## src/rtl/alu_pkg.sv

```systemverilog
package alu_pkg;
    localparam int DATA_W = 32;
    localparam int BYTE_W = 8;
    localparam int HALF_W = 16;
    localparam int OP_W   = 5;

    typedef enum logic [OP_W-1:0] {
        OP_ADD    = 5'd0,
        OP_ADDC   = 5'd1,
        OP_SUB    = 5'd2,
        OP_AND    = 5'd3,
        OP_OR     = 5'd4,
        OP_XOR    = 5'd5,
        OP_SLL    = 5'd6,
        OP_SRL    = 5'd7,
        OP_SRA    = 5'd8,
        OP_ROR    = 5'd9,
        OP_CMPEQ  = 5'd10,
        OP_CMPNE  = 5'd11,
        OP_CMPGTS = 5'd12,
        OP_CMPGES = 5'd13,
        OP_CMPLTS = 5'd14,
        OP_CMPLES = 5'd15,
        OP_CMPGTU = 5'd16,
        OP_CMPGEU = 5'd17,
        OP_CMPLTU = 5'd18,
        OP_CMPLEU = 5'd19,
        OP_EXTBS  = 5'd20,
        OP_EXTBZ  = 5'd21,
        OP_EXTHS  = 5'd22,
        OP_EXTHZ  = 5'd23,
        OP_CMOV   = 5'd24,
        OP_FF1    = 5'd25,
        OP_FL1    = 5'd26
    } alu_op_e;

    typedef enum logic [1:0] {
        SH_LEFT  = 2'd0,
        SH_RIGHT = 2'd1,
        SH_ARITH = 2'd2,
        SH_ROT   = 2'd3
    } shift_kind_e;

    typedef struct packed {
        logic cy;
        logic ov;
        logic f;
        logic exc;
    } alu_status_t;
endpackage

```

## src/rtl/alu_adder.sv

```systemverilog
module alu_adder #(
    parameter int W = 32
) (
    input  logic [W-1:0] a_i,
    input  logic [W-1:0] b_i,
    input  logic         cin_i,
    input  logic         sub_i,
    output logic [W-1:0] sum_o,
    output logic         cout_o,
    output logic         ovf_o
);
    logic [W-1:0] b_eff;
    logic [W:0]   wide;

    always_comb begin
        b_eff  = sub_i ? ~b_i : b_i;
        wide   = {1'b0, a_i} + {1'b0, b_eff} + {{W{1'b0}}, cin_i};
        sum_o  = wide[W-1:0];
        cout_o = wide[W];
        ovf_o  = (a_i[W-1] == b_eff[W-1]) && (wide[W-1] != a_i[W-1]);
    end

    // Carry-out must agree with the unsigned comparison rule
    always_comb begin
        if (!sub_i) begin
            p_carry_rule_r3: assert (cout_o == (cin_i ? (sum_o <= b_i) : (sum_o < b_i)))
                else $error("adder carry disagrees with comparison rule");
        end
    end
endmodule

```

## src/rtl/alu_shift.sv

```systemverilog
module alu_shift #(
    parameter int W   = 32,
    parameter int SHW = $clog2(W)
) (
    input  logic [W-1:0]             a_i,
    input  logic [SHW-1:0]           amt_i,
    input  alu_pkg::shift_kind_e     kind_i,
    output logic [W-1:0]             res_o
);
    import alu_pkg::*;
    logic [2*W-1:0] doubled;

    always_comb begin
        doubled = {a_i, a_i} >> amt_i;
        unique case (kind_i)
            SH_LEFT:  res_o = a_i << amt_i;
            SH_RIGHT: res_o = a_i >> amt_i;
            SH_ARITH: res_o = W'($signed(a_i) >>> amt_i);
            default:  res_o = doubled[W-1:0];
        endcase
    end

    // Rotating by zero returns the operand
    always_comb begin
        if (kind_i == SH_ROT && amt_i == '0) begin
            p_rot_zero_r6: assert (res_o == a_i)
                else $error("rotate by zero altered operand");
        end
    end
endmodule

```

## src/rtl/alu_bitscan.sv

```systemverilog
module alu_bitscan #(
    parameter int W         = 32,
    parameter bit FROM_HIGH = 1'b0,
    parameter int IW        = $clog2(W + 1)
) (
    input  logic [W-1:0]  vec_i,
    output logic [IW-1:0] idx_o
);
    generate
        if (FROM_HIGH) begin : g_last
            always_comb begin
                idx_o = '0;
                for (int i = 0; i < W; i++) begin
                    if (vec_i[i]) idx_o = IW'(i + 1);
                end
            end
        end else begin : g_first
            always_comb begin
                idx_o = '0;
                for (int i = W - 1; i >= 0; i--) begin
                    if (vec_i[i]) idx_o = IW'(i + 1);
                end
            end
        end
    endgenerate

    // A nonzero input always yields a nonzero position within range
    always_comb begin
        if (vec_i != '0) begin
            p_index_range_r9: assert (idx_o != '0 && idx_o <= IW'(W))
                else $error("bit scan index out of range");
        end
    end
endmodule

```

## src/rtl/int_alu.sv

```systemverilog
module int_alu #(
    parameter int W = alu_pkg::DATA_W
) (
    input  logic                      clk,
    input  logic                      rst_n,
    input  logic                      valid_i,
    input  logic [alu_pkg::OP_W-1:0]  op_i,
    input  logic [W-1:0]              a_i,
    input  logic [W-1:0]              b_i,
    input  logic                      cy_i,
    input  logic                      f_i,
    input  logic                      ove_i,
    output logic [W-1:0]              result_o,
    output logic                      cy_o,
    output logic                      ov_o,
    output logic                      f_o,
    output logic                      range_exc_o
);
    import alu_pkg::*;

    localparam int SHW = $clog2(W);
    localparam int IW  = $clog2(W + 1);

    alu_op_e      op;
    alu_status_t  st_d, st_q;

    logic [W-1:0]   sum;
    logic           add_cout, add_ovf, is_sub, add_cin;
    logic [W-1:0]   sh_res;
    shift_kind_e    sh_kind;
    logic [IW-1:0]  first_idx, last_idx;
    logic           cmp_hit, is_cmp, is_add;

    assign op = alu_op_e'(op_i);

    always_comb begin
        is_sub  = (op == OP_SUB);
        add_cin = (op == OP_ADDC) ? cy_i : is_sub;
        unique case (op)
            OP_SLL:  sh_kind = SH_LEFT;
            OP_SRL:  sh_kind = SH_RIGHT;
            OP_SRA:  sh_kind = SH_ARITH;
            default: sh_kind = SH_ROT;
        endcase
    end

    alu_adder #(.W(W)) u_adder (
        .a_i(a_i), .b_i(b_i), .cin_i(add_cin), .sub_i(is_sub),
        .sum_o(sum), .cout_o(add_cout), .ovf_o(add_ovf)
    );

    alu_shift #(.W(W), .SHW(SHW)) u_shift (
        .a_i(a_i), .amt_i(b_i[SHW-1:0]), .kind_i(sh_kind), .res_o(sh_res)
    );

    alu_bitscan #(.W(W), .FROM_HIGH(1'b0), .IW(IW)) u_first (
        .vec_i(a_i), .idx_o(first_idx)
    );

    alu_bitscan #(.W(W), .FROM_HIGH(1'b1), .IW(IW)) u_last (
        .vec_i(a_i), .idx_o(last_idx)
    );

    // Compare outcome and class decode
    always_comb begin
        is_cmp = 1'b1;
        unique case (op)
            OP_CMPEQ:  cmp_hit = (a_i == b_i);
            OP_CMPNE:  cmp_hit = (a_i != b_i);
            OP_CMPGTS: cmp_hit = ($signed(a_i) >  $signed(b_i));
            OP_CMPGES: cmp_hit = ($signed(a_i) >= $signed(b_i));
            OP_CMPLTS: cmp_hit = ($signed(a_i) <  $signed(b_i));
            OP_CMPLES: cmp_hit = ($signed(a_i) <= $signed(b_i));
            OP_CMPGTU: cmp_hit = (a_i >  b_i);
            OP_CMPGEU: cmp_hit = (a_i >= b_i);
            OP_CMPLTU: cmp_hit = (a_i <  b_i);
            OP_CMPLEU: cmp_hit = (a_i <= b_i);
            default: begin
                cmp_hit = 1'b0;
                is_cmp  = 1'b0;
            end
        endcase
        is_add = (op == OP_ADD) || (op == OP_ADDC);
    end

    // Result selection
    always_comb begin
        unique case (op)
            OP_ADD, OP_ADDC, OP_SUB:        result_o = sum;
            OP_AND:                         result_o = a_i & b_i;
            OP_OR:                          result_o = a_i | b_i;
            OP_XOR:                         result_o = a_i ^ b_i;
            OP_SLL, OP_SRL, OP_SRA, OP_ROR: result_o = sh_res;
            OP_EXTBS: result_o = {{(W-BYTE_W){a_i[BYTE_W-1]}}, a_i[BYTE_W-1:0]};
            OP_EXTBZ: result_o = {{(W-BYTE_W){1'b0}}, a_i[BYTE_W-1:0]};
            OP_EXTHS: result_o = {{(W-HALF_W){a_i[HALF_W-1]}}, a_i[HALF_W-1:0]};
            OP_EXTHZ: result_o = {{(W-HALF_W){1'b0}}, a_i[HALF_W-1:0]};
            OP_CMOV:  result_o = f_i ? a_i : b_i;
            OP_FF1:   result_o = W'(first_idx);
            OP_FL1:   result_o = W'(last_idx);
            default:  result_o = '0;
        endcase
    end

    // Next status
    always_comb begin
        st_d     = st_q;
        st_d.exc = 1'b0;
        if (valid_i) begin
            if (is_add) begin
                st_d.cy  = add_cout;
                st_d.ov  = add_ovf;
                st_d.exc = add_ovf && ove_i;
            end
            if (is_cmp) st_d.f = cmp_hit;
        end
    end

    always_ff @(posedge clk or negedge rst_n) begin
        if (!rst_n) st_q <= '0;
        else        st_q <= st_d;
    end

    assign cy_o        = st_q.cy;
    assign ov_o        = st_q.ov;
    assign f_o         = st_q.f;
    assign range_exc_o = st_q.exc;

    // a pulse only follows an overflowing add with trapping enabled
    p_exc_gate_r4: assert property (@(posedge clk) disable iff (!rst_n)
        range_exc_o |-> (ov_o && $past(ove_i) && $past(valid_i)))
        else $error("range exception without enabled overflow");

    // compares leave carry and overflow alone
    p_cmp_only_f_r7: assert property (@(posedge clk) disable iff (!rst_n)
        (valid_i && is_cmp) |=> ($stable(cy_o) && $stable(ov_o)))
        else $error("compare disturbed CY or OV");

    // idle cycles hold all flags and drop the pulse
    p_idle_hold_r11: assert property (@(posedge clk) disable iff (!rst_n)
        !valid_i |=> ($stable(cy_o) && $stable(ov_o) && $stable(f_o) && !range_exc_o))
        else $error("flags moved without valid");

    // logic ops keep all flags
    p_logic_keep_r5: assert property (@(posedge clk) disable iff (!rst_n)
        (valid_i && (op == OP_AND || op == OP_OR || op == OP_XOR || op == OP_SUB))
        |=> ($stable(cy_o) && $stable(ov_o) && $stable(f_o)))
        else $error("logic op changed flags");

    // conditional select follows the incoming flag
    p_cmov_pick_r8: assert property (@(posedge clk) disable iff (!rst_n)
        (op == OP_CMOV) |-> (f_i ? (result_o == a_i) : (result_o == b_i)))
        else $error("conditional move picked wrong operand");
endmodule

```

## config.mk

```make
export PLATFORM = sky130hd
export DESIGN_NAME = int_alu
export DESIGN_NICKNAME = d
export VERILOG_FILES = /design/src/rtl/alu_pkg.sv /design/src/rtl/alu_adder.sv /design/src/rtl/alu_shift.sv /design/src/rtl/alu_bitscan.sv /design/src/rtl/int_alu.sv
export SDC_FILE = /design/constraint.sdc
export NUM_CORES = 1
export LEC_CHECK = 0
export ABC_CLOCK_PERIOD_IN_PS = 4300
export CORE_MARGIN = 4
export CORE_UTILIZATION = 60
export DETAILED_ROUTE_END_ITERATION = 10
export DONT_BUFFER_PORTS = 1
export HOLD_SLACK_MARGIN = 0.1
export PLACE_DENSITY = 0.9
export SLEW_MARGIN = 20
export SYNTH_ARGS = -nofsm -noshare
export SYNTH_HDL_FRONTEND = slang
export SYNTH_HIERARCHICAL = 1
export SYNTH_SLANG_ARGS = --single-unit
```

## constraint.sdc

```tcl
create_clock -name clk -period 4.3 [get_ports clk]
set_input_delay 0.215 -clock clk [delete_from_list [all_inputs] [get_ports clk]]
set_output_delay 0.215 -clock clk [all_outputs]
set_load 0.05 [all_outputs]
```

==> impl_metrics.env <==
export IMPL_rr_worst_depth=3
export IMPL_r2r_slack_ns=2.79
export IMPL_area_growth_pct=4.751
export IMPL_multi_input_area_sq_um=10750
export IMPL_outcome="finished, final reports clean"
export IMPL_start_kind="primary input"
export IMPL_max_slew_margin_pct=30.51
export IMPL_setup_viol=0
export IMPL_chipHeight_um=148.1
export IMPL_vias_per_cell=7.530
export IMPL_totalWireLength_mm=51.76
export IMPL_path_delay_family="simple AND/OR/NAND/NOR gates"
export IMPL_crit_start="op_i[4]"
export IMPL_globalplace_congestion=1.086
export IMPL_crit_fanout=11
export IMPL_hpwl_mm=37.37
export IMPL_rr_endpoint="f_o$_DFFE_PN0P_"
export IMPL_max_freq_mhz=238.1
export IMPL_regToRegStartpoint="f_o$_DFFE_PN0P_"
export IMPL_synth_avg_cell_area_sq_um=7.109
export IMPL_ff_latch_area_sq_um=100.1
export IMPL_synth_area_leaders="ha_1 (13%), mux4_2 (8.6%), mux2i_1 (8.5%)"
export IMPL_yosys_cell_count_top_type="nand2_1"
export IMPL_antenna_found_initial=1
export IMPL_synth_area_leader_cell="ha_1"
export IMPL_yosys_warnings=6
export IMPL_grt_max_degree=119
export IMPL_leakage_nw=5.384
export IMPL_vias=14150
export IMPL_final_cells=1879
export IMPL_cts_tree="done"
export IMPL_worst_slew_pin_slew_ns=1.040
export IMPL_drive_gt1_share_pct=13.03
export IMPL_htreeDepth=1
export IMPL_ir_drop_mv=0.3037
export IMPL_grt_pass1_vias=13200
export IMPL_dp_cells=1870
export IMPL_initial_utilization_pct=61.90
export IMPL_arrival_ns=3.98
export IMPL_period_needed_ns=4.199
export IMPL_yosysTopAreaCellShare_pct=13.50
export IMPL_grtUsageTotal_pct=44.45
export IMPL_critPathKind="primary input to output port"
export IMPL_skew_ns=0
export IMPL_final_antenna_net_count=0
export IMPL_cts_root_buf="clkbuf_16"
export IMPL_path_clk_slew_ns=0.03
export IMPL_synth_cells=1656
export IMPL_coreArea_sq_um=19020
export IMPL_antenna_cells=0
export IMPL_drc_errors=0
export IMPL_drt_first_pass_iters=6
export IMPL_critical_path_max_stage_delay_ns=0.46
export IMPL_cp_depth=18
export IMPL_clkSinkCount=4
export IMPL_syn_nets=1860
export IMPL_synthArstFlopShare_pct=100.0
export IMPL_hold_class="primary input to register"
export IMPL_synth_edff_count=0
export IMPL_utilization_pct=64.84
export IMPL_num_nets_final=1825
export IMPL_period_share_pct=97.66
export IMPL_synth_area_sq_um=11770
export IMPL_power_density_nw_per_um2=146.7
export IMPL_io_pins=111
export IMPL_cap_violations=0
export IMPL_crit_end="result_o[26]"
export IMPL_drtIter0Drc=2187
export IMPL_fill_cells=1703
export IMPL_io_buffer_count=0
export IMPL_grt_pass1_wl_mm=77.16
export IMPL_routedWlPerCell_um=27.55
export IMPL_cp_required_ns=4.09
export IMPL_ys_flop_type="dfrtp_1"
export IMPL_synth_common_cells="nand2_1 (185), nor2_1 (167), a21oi_1 (129)"
export IMPL_path_buf_inv=3
export IMPL_report_final_slew_viol_count=0
export IMPL_grt_remaining_overflow=0
export IMPL_numCtsBuffers=3
export IMPL_crit_path_end_kind="output port"
export IMPL_die_area_sq_um=21930
export IMPL_ys_ff_latch=4
export IMPL_cpMaxStageDelayCell="or3_1"
export IMPL_synth_seq_area_share_pct=0.8502
export IMPL_clk_path_buf_depth=2
export IMPL_fp_row_count=50
export IMPL_synth_distinct_cells=95
export IMPL_final_hold_viol_count=0
export IMPL_insertion_delay_ns=0.23
export IMPL_path_cells="or3_1, nor2_4, buf_4, xor2_1, inv_1, fa_1, nor2b_1, o2111ai_1, nand2_2, a41oi_4, o21ai_2, a21oi_1, xnor2_1, nand2_1, a21oi_1, nor2_1, nand4_1, buf_4"
export IMPL_die_w_um=148.1
power by group:
group | internal [mW] | switching, mW
logic | 0.634 | 0.944
clock network | 0.119 | 0.0321
registers | 0.0449 | 0.0347
timing repair:
action,in CTS,in global routing
endpoints found under the hold margin,4,0
setup endpoints to repair,0,8
hold buffers,1,0
gates resized for setup,0,6
buffers inserted,0,4
metal layers:
metal | GRT usage [%] | share of wire, % | vias up | wire, um
li1 | - | - | 6096 | -
met2 | 69.97 | 43 | 1183 | 22510
met3 | 11.09 | 13 | 321 | 6741
met4 | 28.73 | 8.7 | 0 | 4519
met5 | 0 | 0 | - | 0
met1 | 54.10 | 35 | 6549 | 17990
per-stage QoR:
stage	total power [mW]	setup TNS (ns)	instance area, sq um	setup slack (ns)	hold WS (ns)
6_report	1.809	0	12330	0.1006	0.1547
5_1_grt	1.898	-0.06165	12330	-0.03742	0.1502
3_3_place_gp	1.560	0	12150	0.2239	-0.08048
2_1_floorplan	1.255	-0.03168	11800	-0.03143	-0.08059
4_1_cts	1.737	0	12240	0.09013	0.1297
3_5_place_dp	1.575	0	12150	0.1142	-0.08050
layout make-up:
class                      count  area share (%)
sequential                     4          0.8117
multi-input combinational   1425           87.18
clock buffer                   3          0.6088
timing repair buffer          79           5.479
tap                          260           2.638
inverter                     108           3.287
flip-flops by register name (all words and copies together) (netlist names):
register,flops
cy_o,1
f_o,1
ov_o,1
range_exc_o,1
worst min-delay path by stage:
stage,start,endpoint,depth (start not counted)
final,ove_i,range_exc_o$_DFF_PN0_,2
after detailed placement,rst_n,cy_o$_DFFE_PN0P_,0
after global routing,ove_i,range_exc_o$_DFF_PN0_,2
after CTS,ove_i,range_exc_o$_DFF_PN0_,2
after floorplan,rst_n,cy_o$_DFFE_PN0P_,0
after global placement,rst_n,cy_o$_DFFE_PN0P_,0
logic make-up after synthesis:
| group | synth area share, % |
|---|---|
| AO/OA/AOI/OAI | 27.67 |
| XOR/XNOR | 4.538 |
| adder cells (fa/ha/maj) | 13.84 |
| buffers and inverters | 8.375 |
| flip-flops | 0.8503 |
| multiplexers | 22.44 |
| AND/OR/NAND/NOR | 22.30 |
placed cells by master (no fill, tap or decap), types with 20 or more instances in the layout:
cell type / instances
nand2_1: 184
nor2_1: 165
a21oi_1: 129
ha_1: 127
inv_1: 104
mux2i_1: 100
o21ai_0: 73
buf_4: 72
mux2_2: 48
mux4_2: 45
xor2_1: 39
nor3_1: 34
nand3_1: 34
o22ai_1: 29
a221oi_1: 29
nand4_1: 26
a211oi_1: 22
xnor2_1: 22
nor2b_1: 20
Note: power is estimated with default switching activity, not from simulation.
